**src/rtl/lin_hdr_pkg.sv**
```systemverilog
package lin_hdr_pkg;

  typedef enum logic [2:0] {
    ST_IDLE,
    ST_ARM,
    ST_BRK,
    ST_GAP,
    ST_CHAR
  } lin_st_t;

  // Break length in bit times for a given length code.
  function automatic int unsigned brk_bits(input int unsigned base, input int unsigned code);
    return base + code;
  endfunction

endpackage

```
**src/rtl/lin_brk_timer.sv**
```systemverilog
module lin_brk_timer #(
  parameter int LEN_W   = 2,
  parameter int BRK_MIN = 13
) (
  input  logic             clk,
  input  logic             rst_n,
  input  logic             tick,
  input  logic             arm,
  input  logic [LEN_W-1:0] len,
  output logic             low,
  output logic             brk_end
);
  import lin_hdr_pkg::*;

  localparam int MAX_BITS = BRK_MIN + (1 << LEN_W) - 1;
  localparam int CW       = $clog2(MAX_BITS + 1);

  logic [CW-1:0]    cnt;
  logic [CW-1:0]    lim;
  logic [LEN_W-1:0] len_q;
  logic             act;

  assign lim     = CW'(brk_bits(BRK_MIN, int'(len_q)));
  assign low     = act;
  assign brk_end = act && tick && (cnt == lim - CW'(1));

  always_ff @(posedge clk or negedge rst_n) begin
    if (!rst_n) begin
      act   <= 1'b0;
      cnt   <= '0;
      len_q <= '0;
    end else if (arm) begin
      act   <= 1'b1;
      cnt   <= '0;
      len_q <= len;
    end else if (act && tick) begin
      if (brk_end) act <= 1'b0;
      else         cnt <= cnt + CW'(1);
    end
  end

  // Independent tick tally for the length check.
  logic [CW-1:0] chk_ticks;
  always_ff @(posedge clk or negedge rst_n) begin
    if (!rst_n)           chk_ticks <= '0;
    else if (arm)         chk_ticks <= '0;
    else if (act && tick) chk_ticks <= chk_ticks + CW'(1);
  end

  p_brk_len_r3: assert property (@(posedge clk) disable iff (!rst_n)
    brk_end |-> (int'(chk_ticks) + 1 == int'(brk_bits(BRK_MIN, int'(len_q)))));

  p_brk_release_r3: assert property (@(posedge clk) disable iff (!rst_n)
    (brk_end && !arm) |=> !low);

endmodule

```
**src/rtl/lin_char_shift.sv**
```systemverilog
module lin_char_shift #(
  parameter int DATA_BITS = 8
) (
  input  logic                 clk,
  input  logic                 rst_n,
  input  logic                 tick,
  input  logic                 load,
  input  logic [DATA_BITS-1:0] data,
  output logic                 bit_out,
  output logic                 active,
  output logic                 char_end
);
  localparam int FRAME_BITS = DATA_BITS + 2;
  localparam int CW         = $clog2(FRAME_BITS);

  // Stop bit, data bits, start bit: the LSB goes out first.
  function automatic logic [FRAME_BITS-1:0] frame_word(input logic [DATA_BITS-1:0] d);
    return {1'b1, d, 1'b0};
  endfunction

  logic [FRAME_BITS-1:0] shreg;
  logic [CW-1:0]         cnt;
  logic                  act;

  assign active   = act;
  assign bit_out  = act ? shreg[0] : 1'b1;
  assign char_end = act && tick && (cnt == CW'(FRAME_BITS - 1));

  always_ff @(posedge clk or negedge rst_n) begin
    if (!rst_n) begin
      shreg <= '1;
      cnt   <= '0;
      act   <= 1'b0;
    end else if (load) begin
      shreg <= frame_word(data);
      cnt   <= '0;
      act   <= 1'b1;
    end else if (act && tick) begin
      if (char_end) begin
        act <= 1'b0;
      end else begin
        shreg <= {1'b1, shreg[FRAME_BITS-1:1]};
        cnt   <= cnt + CW'(1);
      end
    end
  end

  p_load_on_tick_r6: assert property (@(posedge clk) disable iff (!rst_n)
    load |-> tick);

  p_char_close_r5: assert property (@(posedge clk) disable iff (!rst_n)
    (char_end && !load) |=> (!active && bit_out));

endmodule

```
**src/rtl/lin_hdr_tx.sv**
```systemverilog
module lin_hdr_tx
  import lin_hdr_pkg::*;
#(
  parameter int DATA_BITS = 8,
  parameter int LEN_W     = 2,
  parameter int BRK_MIN   = 13
) (
  input  logic                 clk,
  input  logic                 rst_n,
  input  logic                 baud_tick,
  input  logic                 master_en,
  input  logic [LEN_W-1:0]     brk_len,
  input  logic                 start,
  input  logic [DATA_BITS-1:0] tx_data,
  input  logic                 tx_valid,
  input  logic                 tx_last,
  output logic                 tx_ready,
  output logic                 txd,
  output logic                 busy,
  output logic                 done
);

  lin_st_t          st, st_nx;
  logic             cur_last;
  logic             done_q;
  logic [LEN_W-1:0] len_q;

  // Named internal events
  logic accept, brk_arm, brk_low, brk_end;
  logic byte_slot, sh_load, sh_bit, sh_act, sh_end;
  logic frame_end;

  assign accept    = (st == ST_IDLE) && start && master_en;
  assign brk_arm   = (st == ST_ARM) && baud_tick;
  assign byte_slot = ((st == ST_GAP) && baud_tick) ||
                     ((st == ST_CHAR) && sh_end && !cur_last);
  assign sh_load   = byte_slot && tx_valid;
  assign frame_end = (st == ST_CHAR) && sh_end && cur_last;

  lin_brk_timer #(
    .LEN_W  (LEN_W),
    .BRK_MIN(BRK_MIN)
  ) u_brk (
    .clk    (clk),
    .rst_n  (rst_n),
    .tick   (baud_tick),
    .arm    (brk_arm),
    .len    (len_q),
    .low    (brk_low),
    .brk_end(brk_end)
  );

  lin_char_shift #(
    .DATA_BITS(DATA_BITS)
  ) u_shift (
    .clk     (clk),
    .rst_n   (rst_n),
    .tick    (baud_tick),
    .load    (sh_load),
    .data    (tx_data),
    .bit_out (sh_bit),
    .active  (sh_act),
    .char_end(sh_end)
  );

  always_comb begin
    st_nx = st;
    unique case (st)
      ST_IDLE: if (accept)    st_nx = ST_ARM;
      ST_ARM:  if (baud_tick) st_nx = ST_BRK;
      ST_BRK:  if (brk_end)   st_nx = ST_GAP;
      ST_GAP:  if (sh_load)   st_nx = ST_CHAR;
      ST_CHAR: begin
        if (frame_end)    st_nx = ST_IDLE;
        else if (sh_load) st_nx = ST_CHAR;
        else if (sh_end)  st_nx = ST_GAP;
      end
      default: st_nx = ST_IDLE;
    endcase
  end

  always_ff @(posedge clk or negedge rst_n) begin
    if (!rst_n) begin
      st       <= ST_IDLE;
      cur_last <= 1'b0;
      len_q    <= '0;
      done_q   <= 1'b0;
    end else begin
      st     <= st_nx;
      done_q <= frame_end;
      if (accept)  len_q    <= brk_len;
      if (sh_load) cur_last <= tx_last;
    end
  end

  always_comb begin
    unique case (st)
      ST_BRK:  txd = !brk_low;
      ST_CHAR: txd = sh_bit;
      default: txd = 1'b1;
    endcase
  end

  assign tx_ready = byte_slot;
  assign busy     = (st != ST_IDLE);
  assign done     = done_q;

  p_idle_line_r1: assert property (@(posedge clk) disable iff (!rst_n)
    !busy |-> (txd && !tx_ready));

  p_enable_gate_r2: assert property (@(posedge clk) disable iff (!rst_n)
    (!busy && start && !master_en) |=> !busy);

  p_delimiter_r4: assert property (@(posedge clk) disable iff (!rst_n)
    brk_end |=> (txd && (st == ST_GAP)));

  p_gap_idle_shift_r9: assert property (@(posedge clk) disable iff (!rst_n)
    (st == ST_GAP) |-> !sh_act);

  p_done_pulse_r7: assert property (@(posedge clk) disable iff (!rst_n)
    done |=> !done);

  p_done_idle_r7: assert property (@(posedge clk) disable iff (!rst_n)
    done |-> !busy);

  p_busy_start_r8: assert property (@(posedge clk) disable iff (!rst_n)
    (busy && (st != ST_ARM) && start) |=> (st != ST_ARM));

endmodule

```
**config.mk**
```make
export PLATFORM = sky130hd
export DESIGN_NAME = lin_hdr_tx
export DESIGN_NICKNAME = d
export VERILOG_FILES = /design/src/rtl/lin_hdr_pkg.sv /design/src/rtl/lin_brk_timer.sv /design/src/rtl/lin_char_shift.sv /design/src/rtl/lin_hdr_tx.sv
export SDC_FILE = /design/constraint.sdc
export NUM_CORES = 1
export LEC_CHECK = 0
export BUFFER_PORTS_ARGS = -buffer_cell sky130_fd_sc_hd__buf_2
export CAP_MARGIN = 25
export CORE_ASPECT_RATIO = 1.2
export CORE_MARGIN = 5
export CORE_UTILIZATION = 51
export CTS_CLUSTER_SIZE = 20
export DETAILED_ROUTE_END_ITERATION = 10
export PLACE_DENSITY = 0.73
export SLEW_MARGIN = 10
export SYNTH_ARGS = -nofsm -noshare
export SYNTH_HDL_FRONTEND = slang
export SYNTH_HIERARCHICAL = 1
export SYNTH_SLANG_ARGS = --single-unit
```
**constraint.sdc**
```tcl
create_clock -name clk -period 1.9 [get_ports clk]
set_input_delay 0.095 -clock clk [delete_from_list [all_inputs] [get_ports clk]]
set_output_delay 0.095 -clock clk [all_outputs]
set_load 0.01 [all_outputs]
```
==> metrics.txt <==
RSZ-0062 raised after global routing=no; Worst Skew=0.0149 ns; Worst Tran Pin Value=0.641 ns; Core Box Area=3080 um^2; post-synth net total=190; Setup Viol. Count Final=0; fill count=275; first-pass GRT wire length=6.41 mm; R2R Path Start=u_shift/cnt[1]; worst r2r dst=u_shift/shreg[6]; initial antenna violation count=0; ANT cells=0; pins over their slew limit=0; critical path launch point type=flop; Ports=21; fin crit share=92.4%; Root Buffer=clkbuf_4; CP startpoint=u_shift/cnt[1]; capture point of the critical path=u_shift/shreg[6]; H-tree lvl count=2; share of cells above drive strength 1=26.6%; die height=72.1 um; Critical Path End Type=flop; drt via density=6.09; Rows=22; Lkg Pwr=0.828 nW; 1st-iter DRT viols=131; worst setup path category=reg2reg; Tmin final=1.76 ns; CTS Buffer Depth=2; max-cap violations=0; FMAX=0.569 GHz; CTS Buf Count=5; Reg2Reg Setup Slack=0.14 ns; gr usage total=19.1%; crit path max fanout=22; RePlAce Congestion=0.859; status=complete, no violations; Clk Latency, worst-skew pair=0.33 ns; die area=4450 um^2; Ys Warns=6; hold slack final=0.0258 ns; DRT Wirelength=3.74 mm; Post-CTS Setup Inserts=0; commonest register cell after synthesis=dfrtp_1; peak supply drop=0.889 mV; Avg WL per Cell=15.7 um; slowest stage delay, CP=0.42 ns; cell family with most CP delay=simple AND/OR/NAND/NOR gates; register area=737 um^2; Mean Syn Cell Area=9.64 um^2; synthesized flop and latch total=29; Setup TNS=0 ns; synthesized area=1640 um^2; CTS Sinks=29; Distinct cells, synth=52; CTS tree=yes; Port Buf Inserts=20; Crit-path slowest cell=dfrtp_1; Synth-to-Final Area Change=17.4%; critical path arrival=2.01 ns; CP Depth=10; pwr/cell area=1390 nW/um^2; Initial Util=53.2%; Worst-path clk slew=0.09 ns; multi-input logic area=828 um^2; crit-path cells=inv_1, ha_1, nand3b_1, nor2_2, nand2_1, o21ai_2, and2_4, buf_12, a31oi_1, a21oi_1; Fin. Hold Viols=0; global route total overflow=0; Async SR Flop Fraction=100%; R2R depth=10; Syn Inst Count=170; most frequent cells in the layout=20 x dfrtp_1, 20 x buf_2, 17 x a21oi_1, 12 x nand2_1, 12 x o21ai_0; Hold Path Class=in2reg; fin nets=222; router iterations before antenna repair=4; CP Data Required Time=2.16 ns; Buf/Inv on CP=2; largest net degree at the start of global routing=30; vias in the first global route=1444; width of the chip=61.8 um; Vias=1456; Detail Route Antenna Nets=0; post-synthesis sequential area ratio=45.0%; Post-synth EDFFs=0; HPWL Detailed=2.51 mm; max_slew headroom=57.3%; DRC=0
sequential cells by signal, summed over array words and instances, names as in the netlist:
name            flops
u_shift/shreg       9
u_brk/cnt           5
u_shift/cnt         4
st                  3
len_q               2
u_brk/len_q         2
cur_last            1
done                1
u_brk/low           1
u_shift/active      1
metal layers:
layer  routed length [um]  up-vias  GRT usage, %
met4                   43        0          7.78
met3                  141        7          5.87
met1                 1510      725          21.7
met5                    0        -             0
met2                 2040       36          32.2
li1                     -      688             -
cells in the mapped netlist (all sizes together), types with 3 or more instances:
master | n | area, um^2
dfrtp | 20 | 500
a21oi | 17 | 85.1
o21ai | 17 | 85.1
nand2 | 13 | 51.3
a31oi | 9 | 56.3
dfstp | 9 | 236
nor2b | 8 | 50.1
buf | 6 | 51.3
nand3 | 5 | 30.0
or3 | 5 | 31.3
clkbuf | 4 | 16.3
inv | 4 | 15.0
mux2 | 4 | 45.0
nand2b | 4 | 25.0
and2 | 3 | 18.8
and3 | 3 | 18.8
ha | 3 | 37.5
nand4 | 3 | 18.8
nor2 | 3 | 11.3
area by class of cell:
class / count / share of cell area [%]
timing repair buffer: 35 / 12.9
multi-input combinational: 127 / 43.0
clock buffer: 6 / 2.15
inverter: 4 / 0.780
tap: 36 / 2.34
sequential: 29 / 38.3
clock inverter: 2 / 0.520
tightest hold or removal path, cell delays in order:
cell and delay (ns):
buf_2 0.10, nor2b_1 0.10, a21oi_1 0.05
per-stage QoR:
| step | total power, mW | instances | instance area, um^2 | util (%) | setup WS (ns) |
|---|---|---|---|---|---|
| floorplan | 2.03 | 170 | 1650 | - | 0.00853 |
| global placement | 2.21 | 222 | 1780 | 57.8 | 0.242 |
| detailed placement | 2.29 | 222 | 1780 | 57.8 | 0.167 |
| CTS | 2.68 | 238 | 1910 | 62.0 | 0.0998 |
| global route | 2.90 | 239 | 1920 | 62.4 | 0.00450 |
| finish | 2.67 | 239 | 1920 | 62.4 | 0.144 |
cell families after synthesis:
group | synth area share [%]
buffers and inverters | 5.04
flip-flops | 45.0
AO/OA/AOI/OAI | 21.1
adder cells (fa/ha/maj) | 2.29
multiplexers | 3.36
XOR/XNOR | 2.14
AND/OR/NAND/NOR | 21.1
worst min-delay path by stage:
stage,from,endpoint,slack (ns),depth (start not counted)
after floorplan,rst_n,cur_last,-0.20,0
after global placement,rst_n,u_brk/cnt[3],0.15,1
after detailed placement,rst_n,u_brk/cnt[3],0.16,1
after CTS,tx_data[4],u_shift/shreg[5],0.004,3
after global routing,tx_last,cur_last,0.02,2
final,tx_data[2],u_shift/shreg[3],0.03,3
report_power, final:
group          switching (mW)  internal (mW)  total [mW]
logic                   0.541          0.513        1.05
clock network           0.219          0.141       0.359
registers               0.305          0.953        1.26
total                    1.06           1.61        2.67
what timing repair did:
item,in CTS,in global routing
endpoints found under the hold margin,27,1
endpoints found under the setup margin,0,4
resized for setup,0,1
hold buffers,8,1
Note: power is estimated with default switching activity, not from simulation.
